<file path="config.mk">
export PLATFORM = sky130hd
export DESIGN_NAME = lsu_agen
export DESIGN_NICKNAME = d
export VERILOG_FILES = /design/src/rtl/lsu_agen_pkg.sv /design/src/rtl/lsu_offset_unit.sv /design/src/rtl/lsu_addr_calc.sv /design/src/rtl/lsu_load_fmt.sv /design/src/rtl/lsu_agen.sv
export SDC_FILE = /design/constraint.sdc
export NUM_CORES = 1
export LEC_CHECK = 0
export ABC_AREA = 0
export BUFFER_PORTS_ARGS = -buffer_cell sky130_fd_sc_hd__buf_2
export CAP_MARGIN = 20
export CORE_ASPECT_RATIO = 1.1
export CORE_MARGIN = 5
export CORE_UTILIZATION = 58
export CTS_CLUSTER_SIZE = 40
export DETAILED_ROUTE_END_ITERATION = 8
export GPL_TIMING_DRIVEN = 0
export PLACE_DENSITY = 0.9
export RECOVER_POWER = 100
export SKIP_LAST_GASP = 1
export SLEW_MARGIN = 30
export SYNTH_ARGS = -nofsm -noshare
export SYNTH_HDL_FRONTEND = slang
export SYNTH_SLANG_ARGS = --single-unit
export TNS_END_PERCENT = 1
</file>
<file path="constraint.sdc">
create_clock -name clk -period 8.34 [get_ports clk]
set_clock_uncertainty 0.2 [all_clocks]
set_input_delay 1.251 -clock clk [delete_from_list [all_inputs] [get_ports clk]]
set_output_delay 1.251 -clock clk [all_outputs]
set_load 0.05 [all_outputs]
</file>
<file path="src/rtl/lsu_agen_pkg.sv">
package lsu_agen_pkg;

    typedef enum logic [2:0] {
        SZ_WORD  = 3'd0,
        SZ_UBYTE = 3'd1,
        SZ_SBYTE = 3'd2,
        SZ_UHALF = 3'd3,
        SZ_SHALF = 3'd4
    } size_e;

    function automatic logic is_half(input size_e s);
        return (s == SZ_UHALF) || (s == SZ_SHALF);
    endfunction

    function automatic logic is_byte(input size_e s);
        return (s == SZ_UBYTE) || (s == SZ_SBYTE);
    endfunction

endpackage

</file>
<file path="src/rtl/lsu_offset_unit.sv">
module lsu_offset_unit #(
    parameter int AW     = 32,
    parameter int IMM_W  = 12,
    parameter int SH_W   = 5,
    parameter int RIDX_W = 4,
    parameter int PC_IDX = 15
) (
    input  logic              use_reg,
    input  logic [IMM_W-1:0]  imm,
    input  logic [AW-1:0]     reg_val,
    input  logic [RIDX_W-1:0] reg_idx,
    input  logic [SH_W-1:0]   shamt,
    output logic [AW-1:0]     offset,
    output logic              illegal
);
    localparam int PAD_W = AW - IMM_W;
    localparam logic [RIDX_W-1:0] PC_CODE = RIDX_W'(PC_IDX);

    logic [AW-1:0] imm_ext;
    logic [AW-1:0] reg_scaled;

    always_comb begin
        imm_ext    = {{PAD_W{1'b0}}, imm};
        reg_scaled = reg_val << shamt;
        offset     = use_reg ? reg_scaled : imm_ext;
        illegal    = use_reg && (reg_idx == PC_CODE);
    end
endmodule

</file>
<file path="src/rtl/lsu_addr_calc.sv">
module lsu_addr_calc
    import lsu_agen_pkg::*;
#(
    parameter int AW = 32
) (
    input  logic [AW-1:0] base,
    input  logic [AW-1:0] offset,
    input  logic          up,
    input  logic          pre,
    input  logic          wb,
    input  size_e         size,
    output logic [AW-1:0] acc_addr,
    output logic [AW-1:0] adj_base,
    output logic          wb_req,
    output logic          misalign
);
    always_comb begin
        adj_base = up ? (base + offset) : (base - offset);
        acc_addr = pre ? adj_base : base;
        wb_req   = !pre || wb;
        if (size == SZ_WORD) begin
            misalign = |acc_addr[1:0];
        end else if (is_half(size)) begin
            misalign = acc_addr[0];
        end else begin
            misalign = 1'b0;
        end
    end
endmodule

</file>
<file path="src/rtl/lsu_load_fmt.sv">
module lsu_load_fmt
    import lsu_agen_pkg::*;
#(
    parameter int DW = 32
) (
    input  logic [DW-1:0]              rdata,
    input  logic [$clog2(DW/8)-1:0]    lane,
    input  size_e                      size,
    output logic [DW-1:0]              data
);
    localparam int LANES  = DW / 8;
    localparam int LANE_W = $clog2(LANES);
    localparam int HALVES = LANES / 2;

    logic [7:0]  byte_v [LANES];
    logic [15:0] half_v [HALVES];

    for (genvar g = 0; g < LANES; g++) begin : g_byte
        assign byte_v[g] = rdata[8*g +: 8];
    end
    for (genvar h = 0; h < HALVES; h++) begin : g_half
        assign half_v[h] = rdata[16*h +: 16];
    end

    logic [7:0]  sel_b;
    logic [15:0] sel_h;

    always_comb begin
        sel_b = byte_v[lane];
        sel_h = half_v[lane[LANE_W-1:1]];
        unique case (size)
            SZ_UBYTE: data = {{(DW-8){1'b0}}, sel_b};
            SZ_SBYTE: data = {{(DW-8){sel_b[7]}}, sel_b};
            SZ_UHALF: data = {{(DW-16){1'b0}}, sel_h};
            SZ_SHALF: data = {{(DW-16){sel_h[15]}}, sel_h};
            default:  data = rdata;
        endcase
    end
endmodule

</file>
<file path="src/rtl/lsu_agen.sv">
module lsu_agen
    import lsu_agen_pkg::*;
#(
    parameter int AW     = 32,
    parameter int DW     = 32,
    parameter int IMM_W  = 12,
    parameter int SH_W   = 5,
    parameter int RIDX_W = 4,
    parameter int PC_IDX = 15
) (
    input  logic              clk,
    input  logic              rst_n,
    input  logic              req_valid,
    input  logic              req_load,
    input  logic [AW-1:0]     req_base,
    input  logic              req_use_reg,
    input  logic [IMM_W-1:0]  req_imm,
    input  logic [AW-1:0]     req_reg_val,
    input  logic [RIDX_W-1:0] req_reg_idx,
    input  logic [SH_W-1:0]   req_shift,
    input  logic              req_up,
    input  logic              req_pre,
    input  logic              req_wb,
    input  logic [2:0]        req_size,
    input  logic [DW-1:0]     rdata_i,
    output logic              mem_req_o,
    output logic              mem_we_o,
    output logic [AW-1:0]     addr_o,
    output logic              align_fault_o,
    output logic              illegal_o,
    output logic              base_wr_o,
    output logic [AW-1:0]     base_val_o,
    output logic [DW-1:0]     ld_data_o
);
    localparam int LANE_W = $clog2(DW / 8);

    typedef struct packed {
        logic          mem_req;
        logic          mem_we;
        logic [AW-1:0] addr;
        logic          fault;
        logic          illegal;
        logic          base_wr;
        logic [AW-1:0] base_val;
        size_e         size;
    } agen_state_t;

    agen_state_t st_d, st_q;

    size_e         size_in;
    logic [AW-1:0] offset;
    logic          off_illegal;
    logic [AW-1:0] acc_addr;
    logic [AW-1:0] adj_base;
    logic          wb_req;
    logic          misalign;

    assign size_in = size_e'(req_size);

    lsu_offset_unit #(
        .AW(AW), .IMM_W(IMM_W), .SH_W(SH_W), .RIDX_W(RIDX_W), .PC_IDX(PC_IDX)
    ) i_offset (
        .use_reg (req_use_reg),
        .imm     (req_imm),
        .reg_val (req_reg_val),
        .reg_idx (req_reg_idx),
        .shamt   (req_shift),
        .offset  (offset),
        .illegal (off_illegal)
    );

    lsu_addr_calc #(.AW(AW)) i_calc (
        .base     (req_base),
        .offset   (offset),
        .up       (req_up),
        .pre      (req_pre),
        .wb       (req_wb),
        .size     (size_in),
        .acc_addr (acc_addr),
        .adj_base (adj_base),
        .wb_req   (wb_req),
        .misalign (misalign)
    );

    always_comb begin
        logic ok;
        st_d         = st_q;
        st_d.mem_req = 1'b0;
        st_d.mem_we  = 1'b0;
        st_d.fault   = 1'b0;
        st_d.illegal = 1'b0;
        st_d.base_wr = 1'b0;
        ok           = !off_illegal && !misalign;
        if (req_valid) begin
            st_d.addr     = acc_addr;
            st_d.size     = size_in;
            st_d.illegal  = off_illegal;
            st_d.fault    = !off_illegal && misalign;
            st_d.mem_req  = ok;
            st_d.mem_we   = ok && !req_load;
            st_d.base_wr  = ok && wb_req;
            st_d.base_val = adj_base;
        end
    end

    always_ff @(posedge clk or negedge rst_n) begin
        if (!rst_n) begin
            st_q <= '{mem_req: 1'b0, mem_we: 1'b0, addr: '0, fault: 1'b0,
                      illegal: 1'b0, base_wr: 1'b0, base_val: '0, size: SZ_WORD};
        end else begin
            st_q <= st_d;
        end
    end

    lsu_load_fmt #(.DW(DW)) i_fmt (
        .rdata (rdata_i),
        .lane  (st_q.addr[LANE_W-1:0]),
        .size  (st_q.size),
        .data  (ld_data_o)
    );

    assign mem_req_o     = st_q.mem_req;
    assign mem_we_o      = st_q.mem_we;
    assign addr_o        = st_q.addr;
    assign align_fault_o = st_q.fault;
    assign illegal_o     = st_q.illegal;
    assign base_wr_o     = st_q.base_wr;
    assign base_val_o    = st_q.base_val;
endmodule

</file>
==> out/metrics.yaml <==
yosys:
  synth_cell_type_count: 74
  netlist.area_leader.share: 0.222
  yosysMostFrequentCell: "nor2_1"
  ys_top_cells_by_area: "dfrtp_1 22%, a21oi_1 6.9%, mux2_2 6.5%, nor2_1 5.6%, mux2i_1 5.6%"
  synth_compound_area_frac: 0.250
  synth_area_sq_mm: 0.00810
  ys_seq_area_frac: 0.222
  syn-num-nets: 1141
  synth_area_per_cell_sq_um: 8.28
  synth_area_leader_cell: "dfrtp_1"
  synthMuxAreaShare: 0.189
  synth-adder-area-share: 0.0550
  synthFlopType: "dfrtp_1"
  synth_top_family_by_area: "compound AO/OA/AOI/OAI gates"
  synth_common_cells: "121 x nor2_1, 112 x a21oi_1, 72 x dfrtp_1"
  synth-xor-area-share: 0.0698
  async_reset_ff_frac: 1.00
  synth_cells: 978
  ys_warn_count: 0
  synth-simple-area-share: 0.169
  synth-seq-cells: 72
  synth-edff-count: 0
final_layout:
  nets: 1379
  drive_above_1_share: 0.179
  ff_latch_area_sq_mm: 0.00180
  fin_util: 0.704
  multiInputGateArea_sq_mm: 0.00593
  area_growth_pct: 19.4
  fillers: 1188
clock_network:
  htreeDepth: 3
  post-cts-setup-buffers: 0
  post_cts_resized: 0
  path_clk_slew_ns: 0.06
  cts_tree: "done"
  cts-hold-fix-buffers: 0
  clockBufferDepth: 2
  root_buffer: "clkbuf_16"
  cts_buffers: 9
  insertion_delay_ns: 0.34
  clock_sinks: 72
power_and_ir_drop:
  clkPwrFrac: 0.186
  p_int_mw: 1.09
  pwr-share-comb: 0.591
  swShare: 0.522
  p_per_area_mw_per_mm2: 236
  p_sw_mw: 1.19
  p_seq_frac: 0.223
  p_total_mw: 2.28
  p_leak_nw: 4.29
  vdd_drop_max_v: 0.000102
detailed_routing:
  drc: 0
  drtIter0Drc: 1122
  wl_per_cell_um: 19.9
  vias: 9185
  wirelength_um: 28100
  drt_first_pass_iters: 6
  ant_nets: 0
  vias_per_cell: 6.51
sta:
  slew_headroom: -0.811
  setup_viol: 0
  fin_crit_sh: 0.919
  tightest_slew_ns: 2.72
  setup_tns_ns: 0
  rsz0062_at_grt: "false"
  hold_viol_final: 0
  max_freq_ghz: 0.131
  fin_crit_ns: 7.66
  slew_viol_final: 52
min_path:
  min_path_type: "flip-flop to flip-flop"
  hold_end: "addr_o[15]"
  min_from: "addr_o[15]"
  hold_depth: 1
die:
  initial_core_util: 0.589
  die_x_um: 123
  io_pins: 229
  core_area_sq_mm: 0.0137
  fp-row-count: 45
  die_h_um: 134
  die-area_sq_mm: 0.0164
worst_setup_path:
  critPathLaunchType: "primary input"
  critPathArrivalTime_ns: 7.73
  critPathKind: "primary input to flip-flop"
  crit_fanout: 10
  crit_path_end_kind: "flip-flop"
  reg2reg_from: "addr_o[1]"
  r2r-end: "addr_o[1]"
  required_ns: 8.41
  rrSetupSlack_ns: 6.79
  reg2regPathDepth: 4
global_route:
  grt_pass1_wl_um: 43500
  gr-total-overflow: 0
  grt_pass1_vias: 8575
  antenna_found_initial: 1
  grt_start_max_net_pins: 52
  grt_use_total: 0.328
outcome:
  violations: "max-capacitance violations, max-slew violations"
  outcome: "finished with violations"
place:
  gp_congestion: 1.01
  numPortBuffers: 225
  dp_hpwl_um: 22400
flow_run:
  cap_viol_max_count: 1
==> cell families after synthesis <==
logic type	after synthesis
xor gates and xnor gates	63
and+or+nand+nor	293
DFF	72
adders and majority gates	35
AOI/OAI and AO/OA	311
muxes	115
buffers and inverters	89
==> power groups by stage <==
stage | Clock [mW] | Combinational (mW) | Sequential, mW
6_report | 0.424 | 1.35 | 0.509
5_1_grt | 0.440 | 1.43 | 0.519
4_1_cts | 0.420 | 1.38 | 0.504
3_5_place_dp | 0 | 1.37 | 0.510
3_3_place_gp | 0 | 1.34 | 0.505
2_1_floorplan | 0 | 0.670 | 0.862
==> metrics by stage <==
stage,instances,setup WS (ns),cell area (sq um),hold slack [ns]
after global routing,1410,0.342,9670,0.301
final,1411,0.677,9670,0.284
after floorplan,978,1.87,8100,0.516
after CTS,1409,1.06,9830,0.281
after global placement,1391,0.802,9460,0.260
after detailed placement,1393,0.771,9510,0.268
==> registers in the layout, indices dropped and copies added (netlist names) <==
name and cells:
addr_o 32, base_val_o 32, st_q 3, align_fault_o 1
base_wr_o 1, illegal_o 1, mem_req_o 1, mem_we_o 1
==> layout make-up <==
class,count,share of cell area
Antenna cell,2,0.000518
Inverter,28,0.0109
Buffer,61,0.0272
Timing Repair Buffer,227,0.104
Multi-Input combinational cell,817,0.613
Clock buffer,9,0.0233
Sequential cell,72,0.186
Clock inverter,7,0.00984
Tap cell,188,0.0243
==> metal layers <==
metal / routed length [um] / up-vias / track usage
li1: - / 4131 / -
met4: 1420 / 0 / 0.149
met3: 2690 / 132 / 0.0519
met1: 10700 / 4330 / 0.414
met2: 13300 / 592 / 0.550
met5: 0 / - / 0
==> worst max-delay path by stage <==
stage                 startpoint  slack, ns             end
floorplan           req_shift[0]       1.87  base_val_o[30]
global placement    req_shift[2]       0.80      addr_o[30]
detailed placement  req_shift[2]       0.77      addr_o[30]
CTS                 req_shift[2]       1.06      addr_o[30]
global route        req_shift[1]       0.34      addr_o[30]
finish              req_shift[1]       0.68      addr_o[30]
==> cells in the final DEF, fill, tap and decap left out, drive strengths merged, types with 7 or more instances in the layout <==
master	Yosys	layout
a211oi	12	12
a21o	32	32
a21oi	112	112
a221o	8	8
a31oi	7	7
and2	10	10
and3	12	12
buf	16	136
clkbuf	45	161
dfrtp	72	72
ha	34	34
inv	28	29
mux2	47	47
mux2i	45	45
mux4	23	23
nand2	71	71
nand2b	10	10
nand3	11	11
nor2	121	121
nor2b	11	11
nor3	18	18
o21ai	46	46
o22ai	9	9
o31ai	15	15
xnor2	48	48
xor2	14	14
==> worst max-delay path: stages <==
cell	delay, ns
buf_2	0.11
clkbuf_1	0.39
clkbuf_1	0.43
clkbuf_1	0.41
clkbuf_1	0.48
a21oi_1	0.16
a221oi_1	0.40
nand4b_1	0.34
nor3_4	0.35
and2_1	0.25
and3_1	0.24
a21oi_1	0.11
xnor2_1	0.20
ha_1	0.29
clkbuf_1	0.27
nand2_1	0.11
or4_1	0.45
o31ai_1	0.39
nor3_1	0.15
o41ai_1	0.41
xor2_1	0.22
mux2i_1	0.10
a21oi_1	0.18
Note: power is estimated with default switching activity, not from simulation.
